===== src/rtl/asrx_pkg.sv =====
package asrx_pkg;

  localparam logic [2:0] FMT_I2S   = 3'd0;
  localparam logic [2:0] FMT_LJ    = 3'd1;
  localparam logic [2:0] FMT_RJ    = 3'd2;
  localparam logic [2:0] FMT_TDM8  = 3'd3;
  localparam logic [2:0] FMT_TDM16 = 3'd4;

  // Number of significant bits for a width selection code.
  function automatic logic [4:0] word_bits(input logic [1:0] wsel);
    case (wsel)
      2'd0:    word_bits = 5'd16;
      2'd1:    word_bits = 5'd20;
      default: word_bits = 5'd24;
    endcase
  endfunction

endpackage


===== src/rtl/asrx_sync.sv =====
module asrx_sync #(
  parameter int STAGES = 2
) (
  input  logic clk,
  input  logic rst_n,
  input  logic bit_clk_i,
  input  logic frame_clk_i,
  input  logic ser_data_i,
  output logic bit_stb_o,
  output logic lr_o,
  output logic sd_o
);

  localparam int LANES = 3;
  localparam int CHAIN_W = LANES * STAGES;

  logic [LANES-1:0]   pins;
  logic [CHAIN_W-1:0] chain_q, chain_d;
  logic [LANES-1:0]   synced;
  logic               bclk_prev_q, bclk_prev_d;

  assign pins   = {bit_clk_i, frame_clk_i, ser_data_i};
  assign synced = chain_q[CHAIN_W-1 -: LANES];

  always_comb begin
    chain_d     = {chain_q[CHAIN_W-LANES-1:0], pins};
    bclk_prev_d = synced[2];
  end

  always_ff @(posedge clk or negedge rst_n) begin
    if (!rst_n) begin
      chain_q     <= '0;
      bclk_prev_q <= 1'b0;
    end else begin
      chain_q     <= chain_d;
      bclk_prev_q <= bclk_prev_d;
    end
  end

  assign bit_stb_o = synced[2] & ~bclk_prev_q;
  assign lr_o      = synced[1];
  assign sd_o      = synced[0];

endmodule


===== src/rtl/asrx_frame_trk.sv =====
module asrx_frame_trk
  import asrx_pkg::*;
#(
  parameter int SLOT_LEN  = 32,
  parameter int MAX_SLOTS = 16,
  localparam int POS_W    = $clog2(SLOT_LEN),
  localparam int CH_W     = $clog2(MAX_SLOTS),
  localparam int CNT_W    = POS_W + CH_W
) (
  input  logic            clk,
  input  logic            rst_n,
  input  logic            bit_stb_i,
  input  logic            lr_i,
  input  logic [2:0]      fmt_i,
  input  logic [1:0]      wsel_i,
  output logic            done_o,
  output logic [CH_W-1:0] chan_o
);

  localparam logic [POS_W-1:0] LAST_POS  = POS_W'(SLOT_LEN - 1);
  localparam logic [CH_W-1:0]  HALF_SLOT = CH_W'(MAX_SLOTS / 2);

  logic             primed_q, primed_d;
  logic             armed_q, armed_d;
  logic             lr_prev_q, lr_prev_d;
  logic [CNT_W-1:0] cnt_q, cnt_d;

  logic             two_ch, tdm, start, hit;
  logic [CNT_W-1:0] k;
  logic [POS_W-1:0] pos, wb_pos, wb_last;
  logic [CH_W-1:0]  slot;
  logic [4:0]       wb;

  always_comb begin
    two_ch = (fmt_i == FMT_I2S) || (fmt_i == FMT_LJ) || (fmt_i == FMT_RJ);
    tdm    = (fmt_i == FMT_TDM8) || (fmt_i == FMT_TDM16);
    start  = primed_q & ((two_ch & (lr_i ^ lr_prev_q)) |
                         (tdm & lr_i & ~lr_prev_q));
    if (start)        k = '0;
    else if (&cnt_q)  k = cnt_q;
    else              k = cnt_q + 1'b1;
    pos     = k[POS_W-1:0];
    slot    = k[CNT_W-1:POS_W];
    wb      = word_bits(wsel_i);
    wb_pos  = POS_W'(wb);
    wb_last = POS_W'(wb - 5'd1);
    case (fmt_i)
      FMT_I2S:   hit = (slot == '0) && (pos == wb_pos);
      FMT_LJ:    hit = (slot == '0) && (pos == wb_last);
      FMT_RJ:    hit = (slot == '0) && (pos == LAST_POS);
      FMT_TDM8:  hit = (slot < HALF_SLOT) && (pos == wb_last);
      FMT_TDM16: hit = (pos == wb_last);
      default:   hit = 1'b0;
    endcase
    done_o = bit_stb_i & (armed_q | start) & hit;
    if (tdm) chan_o = slot;
    else     chan_o = {{(CH_W-1){1'b0}}, (fmt_i == FMT_I2S) ? lr_i : ~lr_i};
  end

  // Next state, clock-enabled by the bit strobe
  always_comb begin
    primed_d  = primed_q;
    armed_d   = armed_q;
    lr_prev_d = lr_prev_q;
    cnt_d     = cnt_q;
    if (bit_stb_i) begin
      primed_d  = 1'b1;
      armed_d   = armed_q | start;
      lr_prev_d = lr_i;
      cnt_d     = k;
    end
  end

  always_ff @(posedge clk or negedge rst_n) begin
    if (!rst_n) begin
      primed_q  <= 1'b0;
      armed_q   <= 1'b0;
      lr_prev_q <= 1'b0;
      cnt_q     <= '0;
    end else begin
      primed_q  <= primed_d;
      armed_q   <= armed_d;
      lr_prev_q <= lr_prev_d;
      cnt_q     <= cnt_d;
    end
  end

endmodule


===== src/rtl/asrx_word_asm.sv =====
module asrx_word_asm
  import asrx_pkg::*;
#(
  parameter int SAMPLE_W = 28,
  parameter int WORD_MAX = 24,
  parameter int CH_W     = 4
) (
  input  logic                clk,
  input  logic                rst_n,
  input  logic                bit_stb_i,
  input  logic                sd_i,
  input  logic                done_i,
  input  logic [CH_W-1:0]     chan_i,
  input  logic [1:0]          wsel_i,
  output logic                valid_o,
  output logic [CH_W-1:0]     chan_o,
  output logic [SAMPLE_W-1:0] data_o
);

  localparam int EXT_W = SAMPLE_W - WORD_MAX;

  logic [WORD_MAX-1:0] sh_q, sh_d, sh_nx, aligned;
  logic [4:0]          shamt;
  logic                valid_q, valid_d;
  logic [CH_W-1:0]     chan_q, chan_d;
  logic [SAMPLE_W-1:0] data_q, data_d;

  always_comb begin
    sh_nx   = {sh_q[WORD_MAX-2:0], sd_i};
    shamt   = 5'(WORD_MAX) - word_bits(wsel_i);
    aligned = sh_nx << shamt;
    sh_d    = bit_stb_i ? sh_nx : sh_q;
    valid_d = done_i;
    chan_d  = chan_q;
    data_d  = data_q;
    if (done_i) begin
      chan_d = chan_i;
      data_d = {{EXT_W{aligned[WORD_MAX-1]}}, aligned};
    end
  end

  always_ff @(posedge clk or negedge rst_n) begin
    if (!rst_n) begin
      sh_q    <= '0;
      valid_q <= 1'b0;
      chan_q  <= '0;
      data_q  <= '0;
    end else begin
      sh_q    <= sh_d;
      valid_q <= valid_d;
      chan_q  <= chan_d;
      data_q  <= data_d;
    end
  end

  assign valid_o = valid_q;
  assign chan_o  = chan_q;
  assign data_o  = data_q;

endmodule


===== src/rtl/aud_serial_rx.sv =====
module aud_serial_rx #(
  parameter int SAMPLE_W    = 28,
  parameter int WORD_MAX    = 24,
  parameter int SLOT_LEN    = 32,
  parameter int MAX_SLOTS   = 16,
  parameter int SYNC_STAGES = 2,
  localparam int CH_W       = $clog2(MAX_SLOTS)
) (
  input  logic                clk,
  input  logic                rst_n,
  input  logic                bit_clk,
  input  logic                frame_clk,
  input  logic                ser_data,
  input  logic [2:0]          fmt_sel,
  input  logic [1:0]          width_sel,
  output logic                smp_valid,
  output logic [CH_W-1:0]     smp_chan,
  output logic [SAMPLE_W-1:0] smp_data
);

  logic [1:0]      rst_pipe_q;
  logic            core_rst_n;
  logic            bit_stb, lr_s, sd_s, done;
  logic [CH_W-1:0] chan;

  // Reset asserts at once, releases on the clock
  always_ff @(posedge clk or negedge rst_n) begin
    if (!rst_n) rst_pipe_q <= '0;
    else        rst_pipe_q <= {rst_pipe_q[0], 1'b1};
  end
  assign core_rst_n = rst_pipe_q[1];

  asrx_sync #(.STAGES(SYNC_STAGES)) sync_i (
    .clk         (clk),
    .rst_n       (core_rst_n),
    .bit_clk_i   (bit_clk),
    .frame_clk_i (frame_clk),
    .ser_data_i  (ser_data),
    .bit_stb_o   (bit_stb),
    .lr_o        (lr_s),
    .sd_o        (sd_s)
  );

  asrx_frame_trk #(.SLOT_LEN(SLOT_LEN), .MAX_SLOTS(MAX_SLOTS)) trk_i (
    .clk       (clk),
    .rst_n     (core_rst_n),
    .bit_stb_i (bit_stb),
    .lr_i      (lr_s),
    .fmt_i     (fmt_sel),
    .wsel_i    (width_sel),
    .done_o    (done),
    .chan_o    (chan)
  );

  asrx_word_asm #(.SAMPLE_W(SAMPLE_W), .WORD_MAX(WORD_MAX), .CH_W(CH_W)) asm_i (
    .clk       (clk),
    .rst_n     (core_rst_n),
    .bit_stb_i (bit_stb),
    .sd_i      (sd_s),
    .done_i    (done),
    .chan_i    (chan),
    .wsel_i    (width_sel),
    .valid_o   (smp_valid),
    .chan_o    (smp_chan),
    .data_o    (smp_data)
  );

endmodule


===== config.mk =====
export PLATFORM = sky130hd
export DESIGN_NAME = aud_serial_rx
export DESIGN_NICKNAME = d
export VERILOG_FILES = /design/src/rtl/asrx_pkg.sv /design/src/rtl/asrx_sync.sv /design/src/rtl/asrx_frame_trk.sv /design/src/rtl/asrx_word_asm.sv /design/src/rtl/aud_serial_rx.sv
export SDC_FILE = /design/constraint.sdc
export NUM_CORES = 1
export LEC_CHECK = 0
export BUFFER_PORTS_ARGS = -buffer_cell sky130_fd_sc_hd__buf_4
export CAP_MARGIN = 20
export CORE_ASPECT_RATIO = 0.9
export CORE_MARGIN = 5
export CORE_UTILIZATION = 45
export CTS_CLUSTER_SIZE = 10
export DETAILED_ROUTE_END_ITERATION = 10
export PLACE_DENSITY = 0.73
export SYNTH_ARGS = -nofsm -noshare
export SYNTH_HDL_FRONTEND = slang
export SYNTH_HIERARCHICAL = 1
export SYNTH_SLANG_ARGS = --single-unit

===== constraint.sdc =====
create_clock -name clk -period 2.7 [get_ports clk]
set_input_delay 0.54 -clock clk [delete_from_list [all_inputs] [get_ports clk]]
set_output_delay 0.54 -clock clk [all_outputs]
set_load 0.05 [all_outputs]

Word level (Yosys, flattened, before mapping)
Cells that the tools add are included.
- bits in registers: 73
- latch bits: 0
- RAM bits: 0
- bits in read-only memories: 0
- input port bits: 10
- output and inout port bits: 33
- memories kept: 0
- add/sub/neg operators: 3
- $mul: 0
- divide/modulo/power cells: 0
- $lt $le $gt $ge: 1
- equal/unequal tests: 8
- shift-type cells: 1
- muxes and demuxes: 6
- bitwise operators: 13
- reductions and logical operators: 11
- operator list (operator ; count):
    $shl A24 B5 Y24 ; 1
    $mux W9 ; 2
    $eq A5 B5 Y1 ; 2
    $add A9 B1 Y9 const B ; 1
    $reduce_and A9 Y1 ; 1
    $pmux W4 S2 ; 1
    $and A1 B1 Y1 ; 7
    $eq A3 B2 Y1 const B ; 2
    $eq A5 B5 Y1 const B ; 1
    $pmux W1 S5 ; 1
    $sub A5 B1 Y5 const B ; 1
    $sub A5 B5 Y5 const A ; 1
    $logic_and A1 B1 Y1 ; 4
    $logic_not A4 Y1 ; 1
    $lt A4 B4 Y1 const B ; 1
    $mux W4 ; 1
    $eq A3 B1 Y1 const B ; 1
    $eq A3 B3 Y1 const B ; 1
    $logic_not A3 Y1 ; 1
    $logic_or A1 B1 Y1 ; 3
    $not A1 Y1 ; 3
    $eq A2 B1 Y1 const B ; 1
    $logic_not A2 Y1 ; 1
    $or A1 B1 Y1 ; 2
    2 further kinds ; 2

Logic depth before layout (Yosys ltp)
- depth in word-level cells: 11
- mapped depth: 13
- depth with buffers taken out: 10

Modules after synthesis
The synthesis kept the hierarchy.
- by module, submodules not included (module ; times used ; cells each ; area each (sq um) ; sequential area each (sq um)):
    asrx_word_asm ; 1 ; 191 ; 2397.3 ; 1301.2
    asrx_frame_trk ; 1 ; 127 ; 1054.8 ; 300.3
    asrx_sync ; 1 ; 8 ; 188.9 ; 175.2
    aud_serial_rx ; 1 ; 3 ; 53.8 ; 50.0

Worst setup path after synthesis
Ideal clock, no wire load.
- kind: in2reg
- start point: in fmt_sel[1]
- end point: reg asm_i.chan_q[0] (netlist: asm_i/chan_o[0])
- arrival: 2752 ps
- required time: 2575 ps
- slack: -177 ps
- stages: 9
- cell sequence: clkbuf_1 -> o32a_1 -> nand2_1 -> or4_1 -> a32o_1 -> o22ai_1 -> buf_4 -> buf_6 -> mux2_2
- cells in the longest elaborated chain, start to end: 11
- ends and longest elaborated chain (what ; RTL line ; RTL):
    from (decl) ; aud_serial_rx.sv:14 ; input logic [2:0] fmt_sel,
    $eq A3 B2 Y1, or another cell as far along ; asrx_frame_trk.sv:36, asrx_frame_trk.sv:47 ;
    $logic_or A1 B1 Y1, on equally long branches ; asrx_frame_trk.sv:36, asrx_frame_trk.sv:35 ;
    $and A1 B1 Y1 or $logic_or A1 B1 Y1 (tied branches) ; asrx_frame_trk.sv:38, asrx_frame_trk.sv:35 ;
    $and A1 B1 Y1, on equally long branches ; asrx_frame_trk.sv:38, asrx_frame_trk.sv:37 ;
    $or A1 B1 Y1 ; asrx_frame_trk.sv:37 ; start = primed_q & ((two_ch & (lr_i ^ lr_prev_q)) |
    $and A1 B1 Y1 ; asrx_frame_trk.sv:37 ;
    $mux W9 ; asrx_frame_trk.sv:39 ; if (start) k = '0;
    $lt A4 B4 Y1, or another cell as far along ; asrx_frame_trk.sv:51 ; FMT_TDM8: hit = (slot < HALF_SLOT) && (pos == wb_last);
    $logic_and A1 B1 Y1, on equally long branches ; n/a ;
    $pmux W1 S5 ; asrx_frame_trk.sv:47 ; case (fmt_i)
    $and A1 B1 Y1 * ; asrx_frame_trk.sv:55 ; done_o = bit_stb_i & (armed_q | start) & hit;
    named net done ; aud_serial_rx.sv:23 ; logic bit_stb, lr_s, sd_s, done;
    to (signal assigned) ; asrx_word_asm.sv:51 ; chan_q <= chan_d;
    to (decl) ; asrx_word_asm.sv:25 ; logic [CH_W-1:0] chan_q, chan_d;
Mark *: on every way through the listed nets, which the timed path passes. The rest lies on a longest branch.
A chain may end at the register's enable or synchronous reset.

Worst setup path after layout
- start point: reg trk_i.cnt_q[1]
- end point: reg asm_i.data_q[22] (netlist: asm_i/data_o[22])
- cells in the longest elaborated chain, start to end: 7
- ends and longest elaborated chain (what ; RTL line ; RTL):
    from (decl) ; asrx_frame_trk.sv:26 ; logic [CNT_W-1:0] cnt_q, cnt_d;
    from (signal assigned) ; asrx_frame_trk.sv:84 ; cnt_q <= cnt_d;
    $add A9 B1 Y9 or $reduce_and A9 Y1 (tied branches) ; asrx_frame_trk.sv:41, asrx_frame_trk.sv:40 ;
    $mux W9 * ; asrx_frame_trk.sv:40 ; else if (&cnt_q) k = cnt_q;
    $mux W9 * ; asrx_frame_trk.sv:39 ;
    $lt A4 B4 Y1, or another cell as far along ; asrx_frame_trk.sv:51 ;
    $logic_and A1 B1 Y1, on equally long branches ; n/a ;
    $pmux W1 S5 * ; asrx_frame_trk.sv:47 ;
    $and A1 B1 Y1 * ; asrx_frame_trk.sv:55 ;
    named net done ; aud_serial_rx.sv:23 ;
    to (signal assigned) ; asrx_word_asm.sv:52 ; data_q <= data_d;
    to (decl) ; asrx_word_asm.sv:26 ; logic [SAMPLE_W-1:0] data_q, data_d;
Marks and branches as above.

==> results.json <==
{
  "fin_skew_ps": 9.51,
  "critPathLaunchType": "register",
  "place_congestion": 0.913,
  "design.die.area_um2": 10100,
  "crit_top_cell": "o211ai_2",
  "grt_pass1_vias": 2958,
  "final_common_cell": "buf_4",
  "drt-pass1-iter-count": 4,
  "die_h_um": 96.0,
  "maxCapViolCount": 0,
  "vdd_ir_drop_max_uv": 330,
  "nets": 425,
  "antenna_found_initial": 0,
  "syn_nets": 340,
  "syn_area_um2": 3690,
  "synth_top_cell_by_area": "dfrtp_1",
  "slew_headroom_pct": 40.0,
  "synth_cells": 329,
  "ys_seq_elements": 73,
  "synth-edff-count": 0,
  "worstPathMaxFanout": 11,
  "postRouteAntennaNets": 0,
  "grt_pass1_wl_mm": 15.3,
  "cp_data_arrival_time_ps": 3040,
  "clkTransAtPathRegs_ps": 70,
  "synth_area_leaders": "dfrtp_1 (49%), mux2_2 (9.8%), mux2i_1 (5.1%)",
  "fin_util_pct": 60.1,
  "ys.flop_type": "dfrtp_1",
  "period_needed_ps": 2780,
  "rsz0062_at_grt": "yes",
  "h-tree-depth": 3,
  "period_share_pct": 103,
  "vias_per_cell": 5.64,
  "place.port_buffers": 42,
  "final_cells": 518,
  "syn_avg_cell_area_um2": 11.2,
  "worst_pin_slew_ps": 901,
  "overflow": 0,
  "root_buffer": "clkbuf_8",
  "hpwl_mm": 6.24,
  "violations": "negative setup slack",
  "rows": 31,
  "r2r_end": "asm_i/data_o[22]",
  "cp_slowest_cell": "or4_1",
  "crit_chain": "ha_4 > nand4_4 > o211ai_2 > xnor2_1 > or4_1 > a32o_2 > o22ai_4 > buf_12 > buf_6 > buf_16 > nand3_1 > o211ai_2",
  "power_uw": 3330,
  "clk_latency_ps": 350,
  "ioPinCount": 43,
  "die_width_um": 106,
  "crit_path_end_kind": "register",
  "start_util_pct": 46.0,
  "tritoncts": "done",
  "seq_area_frac_synth_pct": 49.4,
  "crit_path_max_incr_delay_ps": 540,
  "startpoint": "trk_i/cnt_q[1]",
  "yosysTopAreaCellShare_pct": 49.4,
  "drt-total-wl_mm": 9.28,
  "yosys.cell_types.count": 53,
  "first_iter_violations": 147,
  "fmax_ghz": 0.360,
  "r2r_start": "trk_i/cnt_q[1]",
  "drive_above_1_share_pct": 42.2,
  "hold_viol_final": 0,
  "drv_slew": 0,
  "worstRegToRegCells": 12,
  "grt_use_total_pct": 19.4,
  "area_growth_pct": 30.6,
  "reg2reg_slack_ps": -80,
  "grt_max_degree": 42,
  "required_ps": 2960,
  "async_flop_share_pct": 100,
  "cts_buffer_depth": 2,
  "final_cell_mix": "buf_4 (84), dfrtp_1 (70), mux2_2 (28)",
  "powerDensity_nw_per_um2": 690,
  "drc": 0,
  "outcome": "finished with violations",
  "place_inst": 490,
  "cts.sinks": 73,
  "p_leak_uw": 0.00226,
  "final.setup.tns_ps": -510,
  "cts_buffers": 9,
  "worstSetupPathType": "reg -> reg",
  "core-area_um2": 8030,
  "setup_ws_ps": -78.1,
  "hp-start": "bit_clk",
  "hold_class": "in -> reg",
  "wl_per_cell_um": 17.9,
  "ys_warn_count": 6,
  "vias": 2924,
  "antenna_cells": 0,
  "setup_viol": 20,
  "worstSetupEndpoint": "asm_i/data_o[22]"
}
==> sequential cells by signal, summed over array words and instances (netlist names) <==
name,count
asm_i/chan_o,4
asm_i/data_o,24
asm_i/sh_q,23
asm_i/valid_o,1
rst_pipe_q,2
sync_i/bclk_prev_q,1
sync_i/chain_q,6
trk_i/armed_q,1
trk_i/cnt_q,9
trk_i/lr_prev_q,1
trk_i/primed_q,1
==> power by group <==
| group | internal, µW | total [µW] | switching, µW |
|---|---|---|---|
| clock network | 567 | 966 | 399 |
| logic | 409 | 855 | 446 |
| registers | 1270 | 1510 | 241 |
==> timing repair <==
| action | 4_1_cts | 5_1_grt |
|---|---|---|
| pin swaps | 6 | 2 |
| resized for setup | 13 | 16 |
| gates cloned | 3 | 1 |
| buffers inserted | 6 | 2 |
| endpoints found under the hold margin | 2 | 0 |
| hold buffers | 1 | 0 |
| endpoints found under the setup margin | 20 | 28 |
==> worst max-delay path, delay by kind of cell (launching register included) <==
| kind | cells | cell delay, ps |
|---|---|---|
| AO/OA/AOI/OAI | 4 | 780 |
| XOR/XNOR | 1 | 150 |
| adder cells (fa/ha/maj) | 1 | 190 |
| buffers and inverters | 3 | 400 |
| flip-flops | 1 | 400 |
| AND/OR/NAND/NOR | 3 | 780 |
==> layer usage <==
metal	vias up	track usage, %	routed length (µm)
met5	-	0	0
met4	0	8.31	203
met3	23	4.96	528
met2	88	29.7	4240
met1	1449	26.4	4310
li1	1364	-	-
==> layout make-up <==
| cell class | instances | area, µm² |
|---|---|---|
| flip-flops and latches | 73 | 1830 |
| clock inverters | 5 | 77.6 |
| multi-input cells | 221 | 1760 |
| fillers | 658 | 3200 |
| repair buffers | 97 | 835 |
| clock buffers | 11 | 151 |
| inverters | 12 | 45.0 |
| well taps | 99 | 124 |
==> cell families after synthesis <==
group	count (synthesis)	synth area share, %
AOI/OAI and AO/OA	66	14.4
buffers and inverters	35	5.25
other	1	0.101
DFF	73	49.4
and+or+nand+nor	100	15.1
muxes	51	14.9
adders and majority gates	1	0.339
xor gates and xnor gates	2	0.474
==> worst min-delay path by stage <==
stage	end	cells past startpoint
floorplan	rst_pipe_q[0]	0
global placement	rst_pipe_q[0]	1
detailed placement	rst_pipe_q[0]	1
CTS	sync_i/chain_q[2]	1
global route	sync_i/chain_q[0]	1
finish	sync_i/chain_q[2]	1
==> Yosys cell counts, drive strengths merged, types with 2 or more instances <==
cell type	instances
dfrtp	73
o21ai	10
inv	12
nand2b	20
a21oi	11
xnor2	2
nand3	22
a31oi	7
nor2b	3
mux2i	19
o211a	2
or2	2
o22ai	2
o211ai	18
a22o	2
mux2	32
nand3b	4
nor2	16
a311o	2
nand2	14
nor3	7
buf	19
nand4	4
clkbuf	4
o31ai	2
and2	2
==> stage by stage <==
step	setup WS, ps	area, µm²	hold slack [ps]
floorplan	-56.3	3730	244
global placement	-106	4360	322
detailed placement	-137	4360	325
CTS	-30.4	4770	280
global route	-159	4830	279
finish	-78.1	4830	297
Power figures use the tool's default switching activity.
